`src/rtl/cellring_pkg.sv`:
```
package cellring_pkg;
    localparam int BASE_W     = 12;
    localparam int PTR_W      = 16;
    localparam int LOW_W      = 4;
    localparam int ADDR_W     = BASE_W + PTR_W + LOW_W;
    localparam int DATA_W     = 32;
    localparam int SLOT_WORDS = 16;
    localparam int CELL_WORDS = 13;
    localparam int WIDX_W     = $clog2(SLOT_WORDS);
    localparam int SEQ_W      = 16;
    localparam int LEN_W      = PTR_W + LOW_W;
    localparam int SLOT_UNITS = (SLOT_WORDS * DATA_W / 8) >> LOW_W;

    typedef enum logic [1:0] {
        LNK_IDLE,
        LNK_FILL,
        LNK_RUN
    } lnk_state_e;

    typedef struct packed {
        logic              req;
        logic [ADDR_W-1:0] addr;
        logic [DATA_W-1:0] data;
    } mem_wr_t;

    // Frame length M expressed in 16-byte units (M * 64 / 16)
    function automatic logic [PTR_W-1:0] frame_units(input logic [1:0] sel);
        logic [PTR_W-1:0] u;
        case (sel)
            2'd0:    u = PTR_W'(128);
            2'd1:    u = PTR_W'(256);
            2'd2:    u = PTR_W'(512);
            default: u = PTR_W'(1024);
        endcase
        return u;
    endfunction

    function automatic logic [ADDR_W-1:0] byte_addr(input logic [BASE_W-1:0] base,
                                                    input logic [PTR_W-1:0]  ptr);
        return {base, ptr, {LOW_W{1'b0}}};
    endfunction
endpackage

```
`src/rtl/cellring_cfg_check.sv`:
```
module cellring_cfg_check
    import cellring_pkg::*;
(
    input  logic [PTR_W-1:0] start_ptr,
    input  logic [PTR_W-1:0] end_ptr,
    input  logic [1:0]       frame_sel,
    output logic             bad_mult,
    output logic             bad_align,
    output logic             bad_min,
    output logic [LEN_W-1:0] len_bytes
);
    logic [PTR_W-1:0] unit_m;
    logic [PTR_W-1:0] mask;
    logic [PTR_W-1:0] len_units;
    logic [PTR_W:0]   min_units;

    always_comb begin
        unit_m    = frame_units(frame_sel);
        mask      = unit_m - 1'b1;
        len_units = (end_ptr > start_ptr) ? (end_ptr - start_ptr) : '0;
        min_units = {unit_m, 1'b0};
        bad_mult  = |(len_units & mask);
        bad_align = |(start_ptr & mask);
        bad_min   = ({1'b0, len_units} < min_units);
        len_bytes = {len_units, {LOW_W{1'b0}}};
    end
endmodule

```
`src/rtl/cellring_zero_fill.sv`:
```
module cellring_zero_fill
    import cellring_pkg::*;
(
    input  logic              clk,
    input  logic              rst,
    input  logic              go,
    input  logic [BASE_W-1:0] base,
    input  logic [PTR_W-1:0]  start_ptr,
    input  logic [PTR_W-1:0]  end_ptr,
    input  logic              mem_ready,
    output mem_wr_t           wr,
    output logic              last_acc,
    output logic              done
);
    localparam int WPTR_W = PTR_W + LOW_W - 2;

    logic              active;
    logic [WPTR_W-1:0] wptr;
    logic [WPTR_W-1:0] wlast;

    always_comb begin
        wlast    = {end_ptr, 2'b00} - 1'b1;
        wr.req   = active;
        wr.addr  = {base, wptr, 2'b00};
        wr.data  = '0;
        last_acc = active && mem_ready && (wptr == wlast);
    end

    always_ff @(posedge clk) begin
        if (rst) begin
            active <= 1'b0;
            wptr   <= '0;
            done   <= 1'b0;
        end else begin
            done <= last_acc;
            if (go) begin
                active <= 1'b1;
                wptr   <= {start_ptr, 2'b00};
            end else if (active && mem_ready) begin
                if (wptr == wlast) active <= 1'b0;
                else               wptr   <= wptr + 1'b1;
            end
        end
    end


    fill_step_chk: assert property (@(posedge clk) disable iff (rst)
        (wr.req && mem_ready && !last_acc && !go) |=> (wr.addr == $past(wr.addr) + ADDR_W'(4)));


    fill_pulse_chk: assert property (@(posedge clk) disable iff (rst)
        done |=> !done);
endmodule

```
`src/rtl/cellring_slot_writer.sv`:
```
module cellring_slot_writer
    import cellring_pkg::*;
(
    input  logic              clk,
    input  logic              rst,
    input  logic              en,
    input  logic              clr,
    input  logic [BASE_W-1:0] base,
    input  logic [PTR_W-1:0]  start_ptr,
    input  logic [PTR_W-1:0]  end_ptr,
    input  logic              cell_valid,
    input  logic [DATA_W-1:0] cell_data,
    output logic              cell_ready,
    input  logic              mem_ready,
    output mem_wr_t           wr,
    output logic [ADDR_W-1:0] newest_addr,
    output logic              newest_valid
);
    logic [PTR_W-1:0]  slot_ptr;
    logic [WIDX_W-1:0] widx;
    logic [SEQ_W-1:0]  seq;
    logic              in_cell;
    logic              acc;
    logic              slot_end;
    logic [PTR_W:0]    next_ptr;

    always_comb begin
        in_cell    = (widx < WIDX_W'(CELL_WORDS));
        cell_ready = en && in_cell && mem_ready;
        wr.req     = en && (in_cell ? cell_valid : 1'b1);
        wr.addr    = byte_addr(base, slot_ptr) + ADDR_W'({widx, 2'b00});
        if (in_cell)
            wr.data = cell_data;
        else if (widx == WIDX_W'(CELL_WORDS))
            wr.data = {1'b1, {(DATA_W-1-SEQ_W){1'b0}}, seq};
        else
            wr.data = '0;
        acc      = wr.req && mem_ready;
        slot_end = acc && (widx == WIDX_W'(SLOT_WORDS - 1));
        next_ptr = {1'b0, slot_ptr} + (PTR_W+1)'(SLOT_UNITS);
    end

    always_ff @(posedge clk) begin
        if (rst) begin
            slot_ptr     <= '0;
            widx         <= '0;
            seq          <= '0;
            newest_addr  <= '0;
            newest_valid <= 1'b0;
        end else if (clr) begin
            slot_ptr     <= start_ptr;
            widx         <= '0;
            seq          <= '0;
            newest_valid <= 1'b0;
        end else if (acc) begin
            widx <= widx + 1'b1;
            if (slot_end) begin
                seq          <= seq + 1'b1;
                newest_addr  <= byte_addr(base, slot_ptr);
                newest_valid <= 1'b1;
                slot_ptr     <= (next_ptr >= {1'b0, end_ptr}) ? start_ptr : next_ptr[PTR_W-1:0];
            end
        end
    end


    ring_bounds_chk: assert property (@(posedge clk) disable iff (rst)
        en |-> (slot_ptr >= start_ptr && slot_ptr < end_ptr));


    seq_step_chk: assert property (@(posedge clk) disable iff (rst)
        (slot_end && !clr) |=> (seq == $past(seq) + 1'b1));
endmodule

```
`src/rtl/cellring_buf_ctrl.sv`:
```
module cellring_buf_ctrl
    import cellring_pkg::*;
(
    input  logic              clk,
    input  logic              rst,
    input  logic [BASE_W-1:0] cfg_base,
    input  logic [PTR_W-1:0]  cfg_start_ptr,
    input  logic [PTR_W-1:0]  cfg_end_ptr,
    input  logic [1:0]        cfg_frame_sel,
    input  logic              start_req,
    output logic              cfg_err,
    output logic [LEN_W-1:0]  len_bytes,
    output logic              fill_done,
    output logic              link_up,
    input  logic              cell_valid,
    input  logic [DATA_W-1:0] cell_data,
    output logic              cell_ready,
    output logic              mem_req,
    output logic [ADDR_W-1:0] mem_addr,
    output logic [DATA_W-1:0] mem_wdata,
    input  logic              mem_ready,
    output logic [ADDR_W-1:0] newest_slot_addr,
    output logic              newest_valid
);
    lnk_state_e state;
    logic       bad_mult, bad_align, bad_min;
    logic       go;
    logic       fill_last;
    mem_wr_t    fill_wr, slot_wr, mux_wr;

    cellring_cfg_check u_check (
        .start_ptr (cfg_start_ptr),
        .end_ptr   (cfg_end_ptr),
        .frame_sel (cfg_frame_sel),
        .bad_mult  (bad_mult),
        .bad_align (bad_align),
        .bad_min   (bad_min),
        .len_bytes (len_bytes)
    );

    assign cfg_err = bad_mult | bad_align | bad_min;
    assign go      = (state == LNK_IDLE) && start_req && !cfg_err;
    assign link_up = (state == LNK_RUN);

    cellring_zero_fill u_fill (
        .clk       (clk),
        .rst       (rst),
        .go        (go),
        .base      (cfg_base),
        .start_ptr (cfg_start_ptr),
        .end_ptr   (cfg_end_ptr),
        .mem_ready (mem_ready),
        .wr        (fill_wr),
        .last_acc  (fill_last),
        .done      (fill_done)
    );

    cellring_slot_writer u_slot (
        .clk          (clk),
        .rst          (rst),
        .en           (link_up),
        .clr          (go),
        .base         (cfg_base),
        .start_ptr    (cfg_start_ptr),
        .end_ptr      (cfg_end_ptr),
        .cell_valid   (cell_valid),
        .cell_data    (cell_data),
        .cell_ready   (cell_ready),
        .mem_ready    (mem_ready),
        .wr           (slot_wr),
        .newest_addr  (newest_slot_addr),
        .newest_valid (newest_valid)
    );

    always_ff @(posedge clk) begin
        if (rst) begin
            state <= LNK_IDLE;
        end else begin
            case (state)
                LNK_IDLE: if (go)        state <= LNK_FILL;
                LNK_FILL: if (fill_last) state <= LNK_RUN;
                default:                 state <= state;
            endcase
        end
    end

    always_comb begin
        case (state)
            LNK_FILL: mux_wr = fill_wr;
            LNK_RUN:  mux_wr = slot_wr;
            default:  mux_wr = '0;
        endcase
        mem_req   = mux_wr.req;
        mem_addr  = mux_wr.addr;
        mem_wdata = mux_wr.data;
    end


    idle_quiet_chk: assert property (@(posedge clk) disable iff (rst)
        (state == LNK_IDLE) |-> !mem_req);


    down_gate_chk: assert property (@(posedge clk) disable iff (rst)
        !link_up |-> !cell_ready);


    up_after_done_chk: assert property (@(posedge clk) disable iff (rst)
        $rose(link_up) |-> fill_done);
endmodule

```
`config.mk`:
```
export PLATFORM = sky130hd
export DESIGN_NAME = cellring_buf_ctrl
export DESIGN_NICKNAME = d
export VERILOG_FILES = /design/src/rtl/cellring_pkg.sv /design/src/rtl/cellring_cfg_check.sv /design/src/rtl/cellring_zero_fill.sv /design/src/rtl/cellring_slot_writer.sv /design/src/rtl/cellring_buf_ctrl.sv
export SDC_FILE = /design/constraint.sdc
export NUM_CORES = 1
export LEC_CHECK = 0
export BUFFER_PORTS_ARGS = -buffer_cell sky130_fd_sc_hd__buf_2
export CAP_MARGIN = 20
export CORE_MARGIN = 8
export CORE_UTILIZATION = 45
export CTS_BUF_LIST = sky130_fd_sc_hd__clkbuf_4
export CTS_CLUSTER_SIZE = 14
export DETAILED_ROUTE_END_ITERATION = 7
export GPL_TIMING_DRIVEN = 0
export HOLD_SLACK_MARGIN = 0.06
export PLACE_DENSITY_LB_ADDON = 0.1
export RECOVER_POWER = 25
export SETUP_SLACK_MARGIN = 0.2
export SYNTH_ARGS = -nofsm -noshare
export SYNTH_HDL_FRONTEND = slang
export SYNTH_HIERARCHICAL = 1
export SYNTH_SLANG_ARGS = --single-unit
export TNS_END_PERCENT = 50
```
`constraint.sdc`:
```
create_clock -name clk -period 4.8 [get_ports clk]
set_clock_uncertainty 0.2 [all_clocks]
set_input_delay 0.24 -clock clk [delete_from_list [all_inputs] [get_ports clk]]
set_output_delay 0.24 -clock clk [all_outputs]
set_load 0.01 [all_outputs]
```
==> out/metrics.yaml <==
run_status: "finished, final reports clean"
hold_class: "input port to register"
cts_tree: "done"
finalHoldViolCount: 0
worst-path-buf-inv: 5
syn_inst: 1231
critPathLaunchType: "input port"
drtPass1Iterations: 5
port_buffers: 194
arrival_ns: 4.67
cts-root-buf: "clkbuf_4"
antenna_found_initial: 1
drv_slew: 0
crit_family: "compound AO/OA/AOI/OAI gates"
end_kind: "register"
layout-drive-gt1-share_pct: 21.6
critPathRequiredTime_ns: 4.92
holdWs_ns: 0.120
synth_seq_cells: 87
regArea_um2: 1740
clk_pin_slew_ns: 0.15
slowest_delay_ns: 0.46
netlist_area_um2: 9040
place_ws_ns: -0.958
dieArea_um2: 24900
cts.sinks: 87
power_leakage_nw: 4.67
wirelength_mm: 31.2
fin_crit_sh_pct: 94.7
r2r_cells: 14
async_flop_share_pct: 0
worstHoldStart: "cell_valid"
htreeDepth: 3
drtIter0Drc: 637
max_slew_margin_pct: 40.6
std_cell_rows: 52
regToRegEndpoint: "u_slot/slot_ptr[10]$_SDFFE_PP0P_"
reg2reg_from: "u_slot/slot_ptr[2]$_SDFFE_PP0P_"
rsz0062_at_grt: "no"
die_h_um: 158
p_per_area_nw_per_um2: 148
synth_edf_count: 0
ir_drop_mv: 0.104
finalSetupTns_ns: 0
fmax_ghz: 0.220
setup_violations: 0
clkLatencyLatePin_ns: 0.46
numCtsBuffers: 9
grt_usage_pct: 24.4
first_global_vias: 9260
r2r_setup_slack_ns: 0.60
hold_end: "u_slot/seq[1]$_SDFFE_PP0P_"
vias: 9801
dp_hpwl_mm: 24.0
fin_nets: 1658
fin_util_pct: 55.6
initial_core_util_pct: 45.3
drv_cap: 0
min_period_ns: 4.54
core_um2: 20000
overflow: 0
ios: 205
max_slew.worst_pin.slew_ns: 0.891
wire_per_inst_um: 17.3
via_per_inst: 5.45
areaGrowthSynthToFinish_pct: 22.7
synth_ff_type: "dfxtp_1"
synth_area_per_cell_um2: 7.34
critical_path_class: "input port to register"
cp_max_fo: 10
hold_depth: 4
drc: 0
yosys.cell_types.count: 93
cpMostUsedCell: "buf_4"
fillers: 2052
multi_input_area_um2: 6430
ant_nets: 0
setup_slack_ns: 0.255
grt_max_degree: 15
cts_buffer_depth: 2
gp_congestion: 0.930
yosysWarnings: 6
critPathSlowestCell: "fa_1"
yosysSeqAreaShare_pct: 19.3
grt_pass1_wl_mm: 48.9
die_x_um: 158
path_cells: "buf_6 > inv_1 > ha_2 > fa_1 > nor2b_4 > o2111ai_4 > a31oi_4 > o31ai_4 > buf_4 > nor2_4 > ha_1 > or3_1 > o2111ai_1 > and4b_2 > nor4b_4 > buf_4 > and2_4 > a2111o_1 > a21oi_4 > buf_4 > mux2i_1 > o32ai_1"
cell families after synthesis:
kind of cell / synth area share [%]
simple gates: 31.1
compound gates: 20.8
buf+inv: 12.2
flops: 19.3
xor+xnor: 8.22
fa+ha+maj: 7.22
mux: 1.11
other cells: 0.125
worst max-delay path by stage:
stage | cells after the start | slack (ns) | from | end
floorplan | 20 | 0.26 | cfg_start_ptr[2] | u_slot/slot_ptr[5]$_SDFFE_PP0P_
global placement | 22 | -0.90 | cfg_end_ptr[0] | u_fill/wptr[6]$_SDFFE_PP0P_
detailed placement | 22 | -0.96 | cfg_end_ptr[0] | u_fill/wptr[10]$_SDFFE_PP0P_
CTS | 23 | 0.25 | cfg_end_ptr[0] | u_slot/slot_ptr[6]$_SDFFE_PP0P_
global route | 23 | 0.10 | cfg_end_ptr[0] | u_slot/slot_ptr[8]$_SDFFE_PP0P_
finish | 22 | 0.26 | cfg_end_ptr[0] | u_slot/slot_ptr[10]$_SDFFE_PP0P_
routing by layer:
layer | part of all wire (%) | track usage [%] | vias up
li1 | - | - | 4842
met1 | 43 | 30.4 | 4525
met4 | 2.7 | 7.89 | 0
met2 | 48 | 42.7 | 373
met3 | 6.7 | 3.39 | 61
met5 | 0 | 0 | -
cells in the final DEF, fill, tap and decap left out, types with 8 or more instances in the layout:
cell type | netlist | layout
a211oi_1 | 13 | 13
a21oi_1 | 62 | 61
a22oi_1 | 66 | 66
a311oi_1 | 12 | 11
and2_1 | 20 | 20
and3_1 | 23 | 23
buf_2 | 16 | 169
buf_4 | 65 | 82
buf_6 | 8 | 10
clkbuf_1 | 38 | 74
clkbuf_4 | 0 | 10
conb_1 | 3 | 44
dfxtp_1 | 87 | 87
dlygate4sd3_1 | 0 | 30
ha_1 | 49 | 46
inv_1 | 74 | 74
mux2i_1 | 10 | 10
nand2_1 | 129 | 129
nand3_1 | 55 | 55
nand3b_1 | 8 | 8
nand4_1 | 24 | 24
nor2_1 | 95 | 92
nor2b_1 | 70 | 69
nor3_1 | 30 | 30
o21ai_0 | 19 | 19
or3_1 | 11 | 11
xnor2_1 | 54 | 54
xor2_1 | 29 | 29
worst reg2reg max path, stage by stage, from the launching register on:
cell and delay, ns:
dfxtp_1 0.61, ha_1 0.37, and3_1 0.30, nand3_1 0.22, nor2_1 0.21, nand3_1 0.20, xnor2_1 0.18, ha_1 0.21
a211oi_1 0.24, o21ai_0 0.13, a2111o_1 0.43, a21oi_4 0.18, buf_4 0.24, mux2i_1 0.23, o32ai_1 0.13
power breakdown:
part	switching (mW)	leakage [nW]	internal, mW
sequential	0.00107	0.700	0.723
clock	0.275	0.0526	0.110
combinational	0.298	3.92	0.239
state kept, by name, summed over array words and instances, names as in the netlist:
| name | flops |
|---|---|
| u_fill/active | 1 |
| u_slot/widx | 4 |
| u_slot/newest_valid | 1 |
| u_fill/done | 1 |
| u_slot/slot_ptr | 16 |
| state | 2 |
| u_fill/wptr | 18 |
| u_slot/newest_addr | 28 |
| u_slot/seq | 16 |
cell usage after synthesis, types with 6 or more instances:
| cell | count | share of area [%] |
|---|---|---|
| nand2_1 | 129 | 5.4 |
| nor2_1 | 95 | 3.9 |
| dfxtp_1 | 87 | 19 |
| inv_1 | 74 | 3.1 |
| nor2b_1 | 70 | 4.8 |
| a22oi_1 | 66 | 5.5 |
| buf_4 | 65 | 5.4 |
| a21oi_1 | 62 | 3.4 |
| nand3_1 | 55 | 3.0 |
| xnor2_1 | 54 | 5.2 |
| ha_1 | 49 | 6.8 |
| clkbuf_1 | 38 | 1.6 |
| nor3_1 | 30 | 1.7 |
| xor2_1 | 29 | 2.8 |
| nand4_1 | 24 | 1.7 |
| and3_1 | 23 | 1.6 |
| and2_1 | 20 | 1.4 |
| o21ai_0 | 19 | 1.1 |
| buf_2 | 16 | 0.89 |
| a211oi_1 | 13 | 1.1 |
| a311oi_1 | 12 | 1.2 |
| or3_1 | 11 | 0.76 |
| mux2i_1 | 10 | 1.1 |
| buf_6 | 8 | 1.0 |
| nand3b_1 | 8 | 0.66 |
| nor4_1 | 7 | 0.48 |
| o211ai_1 | 7 | 0.58 |
| or2_2 | 7 | 0.48 |
| a21o_1 | 6 | 0.50 |
| and4_1 | 6 | 0.58 |
| nand2b_1 | 6 | 0.42 |
| o2111ai_1 | 6 | 0.58 |
| o31ai_1 | 6 | 0.50 |
| o32ai_1 | 6 | 0.58 |
through the flow:
| stage | area, µm² | instances | power (mW) |
|---|---|---|---|
| after detailed placement | 10500 | 1736 | 1.23 |
| after global placement | 10500 | 1736 | 1.22 |
| after global routing | 11100 | 1799 | 1.74 |
| after floorplan | 9200 | 1272 | 1.07 |
| final | 11100 | 1799 | 1.65 |
| after CTS | 11000 | 1792 | 1.64 |
timing repair:
action	in CTS	in global routing
endpoints found under the setup margin	63	49
endpoints found under the hold margin	45	0
resized for setup	12	23
hold buffers	30	0
setup buffers	11	6
pin swaps	6	7
gates cloned	0	0
layout make-up:
class,instances,share of cell area [%]
tap,270,3.04
inverter,74,2.50
clock buffer,10,0.677
clock inverter,5,0.316
sequential,87,15.7
timing repair buffer,241,12.2
antenna,1,0.0226
buffer,131,7.52
multi-input combinational,980,58.0
(Power assumes the default switching activity.)
